--- config.mk ---
export PLATFORM = sky130hd
export DESIGN_NAME = ea_gen
export DESIGN_NICKNAME = d
export VERILOG_FILES = /design/src/rtl/ea_gen_pkg.sv /design/src/rtl/ea_base.sv /design/src/rtl/ea_walk.sv /design/src/rtl/ea_gen.sv
export SDC_FILE = /design/constraint.sdc
export NUM_CORES = 1
export LEC_CHECK = 0
export ABC_AREA = 1
export BUFFER_PORTS_ARGS = -buffer_cell sky130_fd_sc_hd__buf_2
export CAP_MARGIN = 10
export CORE_MARGIN = 5
export CORE_UTILIZATION = 31
export DETAILED_ROUTE_END_ITERATION = 6
export PLACE_DENSITY_LB_ADDON = 0.25
export RECOVER_POWER = 100
export SETUP_SLACK_MARGIN = 0.3
export SKIP_LAST_GASP = 1
export SLEW_MARGIN = 20
export SYNTH_ARGS = -nofsm -noshare
export SYNTH_HDL_FRONTEND = slang
export SYNTH_SLANG_ARGS = --single-unit
--- constraint.sdc ---
create_clock -name clk_i -period 1.25 [get_ports clk_i]
set_input_delay 0.25 -clock clk_i [delete_from_list [all_inputs] [get_ports clk_i]]
set_output_delay 0.25 -clock clk_i [all_outputs]
set_load 0.02 [all_outputs]
--- src/rtl/ea_gen_pkg.sv ---
package ea_gen_pkg;
  typedef enum logic [1:0] {
    MODE_ABS = 2'd0,
    MODE_PC  = 2'd1,
    MODE_AC2 = 2'd2,
    MODE_AC3 = 2'd3
  } ea_mode_e;

  typedef enum logic [1:0] {
    ST_IDLE = 2'd0,
    ST_REQ  = 2'd1,
    ST_WAIT = 2'd2,
    ST_DONE = 2'd3
  } ea_state_e;
endpackage

--- src/rtl/ea_base.sv ---
module ea_base
  import ea_gen_pkg::*;
#(
  parameter int AW     = 15,
  parameter int DW     = 16,
  parameter int DISP_W = 8
) (
  input  logic [DISP_W-1:0] disp_i,
  input  logic [1:0]        mode_i,
  input  logic [AW-1:0]     pc_i,
  input  logic [DW-1:0]     ac2_i,
  input  logic [DW-1:0]     ac3_i,
  output logic [AW-1:0]     base_o
);
  localparam int PAD = AW - DISP_W;

  logic [AW-1:0] zext, sext, idx;
  ea_mode_e mode;

  assign mode = ea_mode_e'(mode_i);
  assign zext = {{PAD{1'b0}}, disp_i};
  assign sext = {{PAD{disp_i[DISP_W-1]}}, disp_i};

  always_comb begin
    unique case (mode)
      MODE_PC:  idx = pc_i;
      MODE_AC2: idx = ac2_i[AW-1:0];
      MODE_AC3: idx = ac3_i[AW-1:0];
      default:  idx = '0;
    endcase
  end

  // modulo 2^AW by truncation
  assign base_o = (mode == MODE_ABS) ? zext : idx + sext;
endmodule

--- src/rtl/ea_walk.sv ---
module ea_walk
  import ea_gen_pkg::*;
#(
  parameter int AW      = 15,
  parameter int DW      = 16,
  parameter int MAX_IND = 8
) (
  input  logic          clk_i,
  input  logic          rst_ni,
  input  logic          start_i,
  input  logic          ind_i,
  input  logic          jump_i,
  input  logic [AW-1:0] base_i,
  output logic          mem_req_o,
  output logic [AW-1:0] mem_addr_o,
  input  logic [DW-1:0] mem_rdata_i,
  output logic          busy_o,
  output logic          done_o,
  output logic [AW-1:0] addr_o,
  output logic          err_o
);
  localparam int CNT_W = $clog2(MAX_IND + 1);
  localparam logic [CNT_W-1:0] CNT_LIM = CNT_W'(MAX_IND);

  ea_state_e      state_q;
  logic [AW-1:0]  ptr_q;
  logic [CNT_W-1:0] cnt_q, cnt_nxt;
  logic           jump_q, err_q, more;

  assign cnt_nxt = cnt_q + 1'b1;
  assign more    = jump_q & mem_rdata_i[DW-1];

  always_ff @(posedge clk_i or negedge rst_ni) begin
    if (!rst_ni) begin
      state_q <= ST_IDLE;
      ptr_q   <= '0;
      cnt_q   <= '0;
      jump_q  <= 1'b0;
      err_q   <= 1'b0;
    end else begin
      unique case (state_q)
        ST_IDLE: if (start_i) begin
          ptr_q   <= base_i;
          cnt_q   <= '0;
          jump_q  <= jump_i;
          err_q   <= 1'b0;
          state_q <= ind_i ? ST_REQ : ST_DONE;
        end
        ST_REQ: state_q <= ST_WAIT;
        ST_WAIT: begin
          ptr_q <= mem_rdata_i[AW-1:0];
          cnt_q <= cnt_nxt;
          if (more && cnt_nxt == CNT_LIM) begin
            err_q   <= 1'b1;
            state_q <= ST_DONE;
          end else if (more) begin
            state_q <= ST_REQ;
          end else begin
            state_q <= ST_DONE;
          end
        end
        default: state_q <= ST_IDLE;
      endcase
    end
  end

  assign mem_req_o  = (state_q == ST_REQ);
  assign mem_addr_o = ptr_q;
  assign busy_o     = (state_q != ST_IDLE);
  assign done_o     = (state_q == ST_DONE);
  assign addr_o     = ptr_q;
  assign err_o      = err_q;

  AST_REQ_PULSE: assert property (@(posedge clk_i) disable iff (!rst_ni)
    mem_req_o |=> !mem_req_o);
  AST_DONE_PULSE: assert property (@(posedge clk_i) disable iff (!rst_ni)
    done_o |=> !done_o);
  AST_DIRECT_LAT: assert property (@(posedge clk_i) disable iff (!rst_ni)
    (start_i && !busy_o && !ind_i) |=> (done_o && !mem_req_o));
  AST_ERR_AT_DONE: assert property (@(posedge clk_i) disable iff (!rst_ni)
    $rose(err_o) |-> done_o);
  AST_CNT_BOUND: assert property (@(posedge clk_i) disable iff (!rst_ni)
    cnt_q <= CNT_LIM);
  AST_DATA_ONE: assert property (@(posedge clk_i) disable iff (!rst_ni)
    (mem_req_o && !jump_q) |-> (cnt_q == '0));
endmodule

--- src/rtl/ea_gen.sv ---
module ea_gen
  import ea_gen_pkg::*;
#(
  parameter int AW      = 15,
  parameter int DW      = 16,
  parameter int DISP_W  = 8,
  parameter int MAX_IND = 8
) (
  input  logic              clk_i,
  input  logic              rst_ni,
  input  logic              start_i,
  input  logic [DISP_W-1:0] disp_i,
  input  logic [1:0]        mode_i,
  input  logic              ind_i,
  input  logic              jump_i,
  input  logic [AW-1:0]     pc_i,
  input  logic [DW-1:0]     ac2_i,
  input  logic [DW-1:0]     ac3_i,
  output logic              mem_req_o,
  output logic [AW-1:0]     mem_addr_o,
  input  logic [DW-1:0]     mem_rdata_i,
  output logic              busy_o,
  output logic              done_o,
  output logic [AW-1:0]     addr_o,
  output logic              err_o
);
  logic [AW-1:0] base;

  ea_base #(.AW(AW), .DW(DW), .DISP_W(DISP_W)) u_base (
    .disp_i (disp_i),
    .mode_i (mode_i),
    .pc_i   (pc_i),
    .ac2_i  (ac2_i),
    .ac3_i  (ac3_i),
    .base_o (base)
  );

  ea_walk #(.AW(AW), .DW(DW), .MAX_IND(MAX_IND)) u_walk (
    .clk_i       (clk_i),
    .rst_ni      (rst_ni),
    .start_i     (start_i),
    .ind_i       (ind_i),
    .jump_i      (jump_i),
    .base_i      (base),
    .mem_req_o   (mem_req_o),
    .mem_addr_o  (mem_addr_o),
    .mem_rdata_i (mem_rdata_i),
    .busy_o      (busy_o),
    .done_o      (done_o),
    .addr_o      (addr_o),
    .err_o       (err_o)
  );

  AST_IDLE_QUIET: assert property (@(posedge clk_i) disable iff (!rst_ni)
    !busy_o |-> (!mem_req_o && !done_o));
endmodule

==> impl_metrics.py <==
metrics = {
    "floorplan": {
        "die_area_sq_um": 10100,
        "die-height_um": 101,
        "pin_count": 112,
        "start_util": 0.314,
        "dieWidth_um": 101,
        "rows": 33,
        "fp.coreArea_sq_um": 8090,
    },
    "job": {
        "maxCapViolations": 0,
    },
    "placed_design": {
        "numPortBuffers": 109,
        "hpwl_um": 6580,
        "place.gp.congestion": 0.882,
        "place_area_sq_um": 3470,
    },
    "setup_path": {
        "path_depth": 15,
        "path_cells": "buf_12 -> nand2_4 -> inv_4 -> buf_6 -> nand2_2 -> nand2_2 -> a31o_4 -> ha_4 -> nand2_4 -> a21oi_4 -> buf_6 -> nand3_4 -> nand4_1 -> nand3_1 -> a21boi_1",
        "crit_path_max_incr_delay_ns": 0.27,
        "cp-end-kind": "flop",
        "cp_slowest_cell": "ha_4",
        "cp_max_fo": 3,
        "crit_path_start_kind": "primary input",
        "critPathKind": "primary input to flop",
        "cp.arrival_ns": 1.92,
        "required_ns": 1.45,
        "reg2reg_depth": 7,
        "path_buf_inv": 4,
        "crit_family": "compound AO/OA/AOI/OAI gates",
    },
    "logic_synthesis": {
        "synth_cells": 405,
        "syn-mean-instance-area_sq_um": 6.28,
        "ys.flop_type": "dfrtp_1",
        "async_flop_share": 1.00,
        "ys_seq_elements": 23,
        "synth_area_sq_um": 2540,
        "synth_edf_count": 0,
        "yosys.cell_types.count": 38,
        "synth_nets": 500,
        "yosysSeqAreaShare": 0.226,
        "yosysWarnings": 0,
    },
    "detailed_routing": {
        "drc": 0,
        "ant_nets": 0,
        "routed_wl_um": 8230,
        "wl_per_cell_um": 12.6,
        "vias_per_cell": 4.69,
        "first_pass_iters": 5,
        "num_vias": 3067,
        "drtIter0Drc": 110,
    },
    "sta": {
        "finClkSkew_ns": 0.00294,
        "period_needed_ns": 1.71,
        "slew-limit-headroom": 0.603,
        "final-setup-viol-count": 25,
        "fmax_ghz": 0.583,
        "finalWorstSetupSlack_ns": -0.465,
        "rsz0062_at_grt": "true",
        "period_share": 1.37,
        "final-max-slew-violation-count": 0,
        "finalHoldViolations": 0,
        "tightest_slew_ns": 0.595,
    },
    "cts": {
        "clkTransAtPathRegs_ns": 0.08,
        "clock_path_buffers": 2,
        "cts_sinks": 23,
        "cts_tree": "yes",
        "cts_buffers": 3,
        "insertion_delay_ns": 0.27,
        "cts-root-buf": "clkbuf_8",
        "htree_num_levels": 1,
    },
    "power_and_ir_drop": {
        "ir_drop_uv": 1150,
        "p_per_area_nw_per_um2": 1650,
        "p_total_uw": 6680,
        "p_leak_uw": 0.00215,
    },
    "cells_and_area": {
        "area_growth_pct": 59.2,
        "final_cell_mix": "nand2_1 (104), buf_2 (73), inv_1 (46)",
        "layout_commonest_cell": "nand2_1",
        "n_antenna_cell": 0,
        "final_nets": 645,
        "nFillCells": 823,
        "drive_above_1_share": 0.472,
        "final_area_sq_um": 4050,
    },
    "run_status": {
        "violations": "setup timing",
        "status": "complete, but fails checks",
    },
    "global_route": {
        "grt_max_degree": 24,
        "grt_usage": 0.164,
        "grt_pass1_wl_um": 13900,
        "gr-total-overflow": 0,
        "grt_antenna_before_repair": 0,
        "first_global_vias": 3236,
    },
    "min_path": {
        "hold_path_class": "primary input to flop",
        "hold_depth": 2,
    },
}
==> synthesized netlist by cell type (2+ instances only) <==
library cell | number | area [sq um]
buf_2 | 3 | 15.0
nor2_4 | 2 | 22.5
nor2_2 | 2 | 12.5
a2bb2oi_1 | 6 | 52.6
xor2_1 | 3 | 26.3
nand3_1 | 55 | 275
nand2_4 | 2 | 22.5
o31ai_2 | 2 | 25.0
inv_1 | 54 | 203
inv_2 | 3 | 11.3
nor2_1 | 29 | 109
a21oi_1 | 14 | 70.1
buf_4 | 15 | 113
nand4_1 | 5 | 31.3
nand2_1 | 126 | 473
ha_1 | 16 | 200
or2_2 | 6 | 37.5
dfrtp_1 | 23 | 576
o21ai_0 | 16 | 80.1
a21boi_0 | 3 | 22.5
buf_1 | 2 | 7.51
nand3b_1 | 2 | 15.0
==> worst reg2reg max path, delay by kind of cell (launching register included) <==
family	cells	cell delay (ns)
and+or+nand+nor	3	0.38
buffers and inverters	3	0.38
DFF	1	0.40
AOI/OAI and AO/OA	1	0.16
==> final cells by class <==
cell class                 instances  area (sq um)  share of cell area
clock buffer                       4          45.0              0.0111
inverter                          59           241              0.0597
multi-input combinational        300          2030               0.500
sequential                        23           576               0.142
tap                              105           131              0.0325
timing repair buffer             163          1030               0.254
==> timing repair <==
| action | CTS | global route |
|---|---|---|
| hold buffers | 1 | 0 |
| pin swaps | 15 | 34 |
| resized for setup | 104 | 55 |
| gates cloned | 1 | 0 |
| buffers inserted | 6 | 11 |
| endpoints found under the hold margin | 23 | 0 |
| endpoints found under the setup margin | 57 | 80 |
==> report_power, final <==
group	internal, uW	total [uW]	switching (uW)
clock	228	472	244
sequential	1100	1420	320
combinational	2140	4790	2650
==> routing by layer <==
layer | GRT usage | vias up | share of wire
li1 | - | 1572 | -
met1 | 0.201 | 1422 | 0.41
met2 | 0.311 | 60 | 0.54
met3 | 0.0187 | 13 | 0.031
met4 | 0.0269 | 0 | 0.015
met5 | 0 | - | 0
==> flip-flops by register name, indices dropped and copies added (netlist names) <==
| register | count |
|---|---|
| u_walk.state_q | 2 |
| u_walk.jump_q | 1 |
| u_walk.cnt_q | 4 |
| u_walk.err_o | 1 |
| u_walk.addr_o | 15 |
==> metrics by stage <==
step / hold slack [ns] / TNS (ns) / setup slack (ns) / util / instances
2_1_floorplan: -0.0456 / -7.88 / -0.657 / - / 405
3_3_place_gp: 0.262 / -10.96 / -0.856 / 0.429 / 631
3_5_place_dp: 0.266 / -11.42 / -0.885 / 0.429 / 631
4_1_cts: 0.213 / -6.23 / -0.475 / 0.489 / 643
5_1_grt: 0.213 / -8.55 / -0.564 / 0.500 / 654
6_report: 0.222 / -6.35 / -0.465 / 0.500 / 654
==> worst paths after layout <==
| kind | from | end | slack, ns |
|---|---|---|---|
| min in group asynchronous | rst_ni | u_walk.addr_o[9]$_DFFE_PN0P_ | 0.51 |
| worst max-delay path | mode_i[1] | u_walk.addr_o[11]$_DFFE_PN0P_ | -0.46 |
| worst min-delay path | jump_i | u_walk.jump_q$_DFFE_PN0P_ | 0.22 |
| worst max register to register | u_walk.state_q[1]$_DFFE_PN0P_ | u_walk.addr_o[4]$_DFFE_PN0P_ | -0.14 |
| max in group asynchronous | rst_ni | u_walk.cnt_q[3]$_DFFE_PN0P_ | 0.35 |
| worst min register to register | u_walk.err_o$_DFFE_PN0P_ | u_walk.err_o$_DFFE_PN0P_ | 0.52 |
==> cells by family (layout without fill, tap and decap cells) <==
group | after synthesis | in the layout | synth area share
AND/OR/NAND/NOR | 231 | 232 | 0.398
AO/OA/AOI/OAI | 46 | 46 | 0.114
flip-flops | 23 | 23 | 0.226
multiplexers | 1 | 1 | 0.00443
XOR/XNOR | 4 | 4 | 0.0138
buffers and inverters | 83 | 226 | 0.157
adder cells (fa/ha/maj) | 17 | 17 | 0.0866
Power figures use the tool's default switching activity.
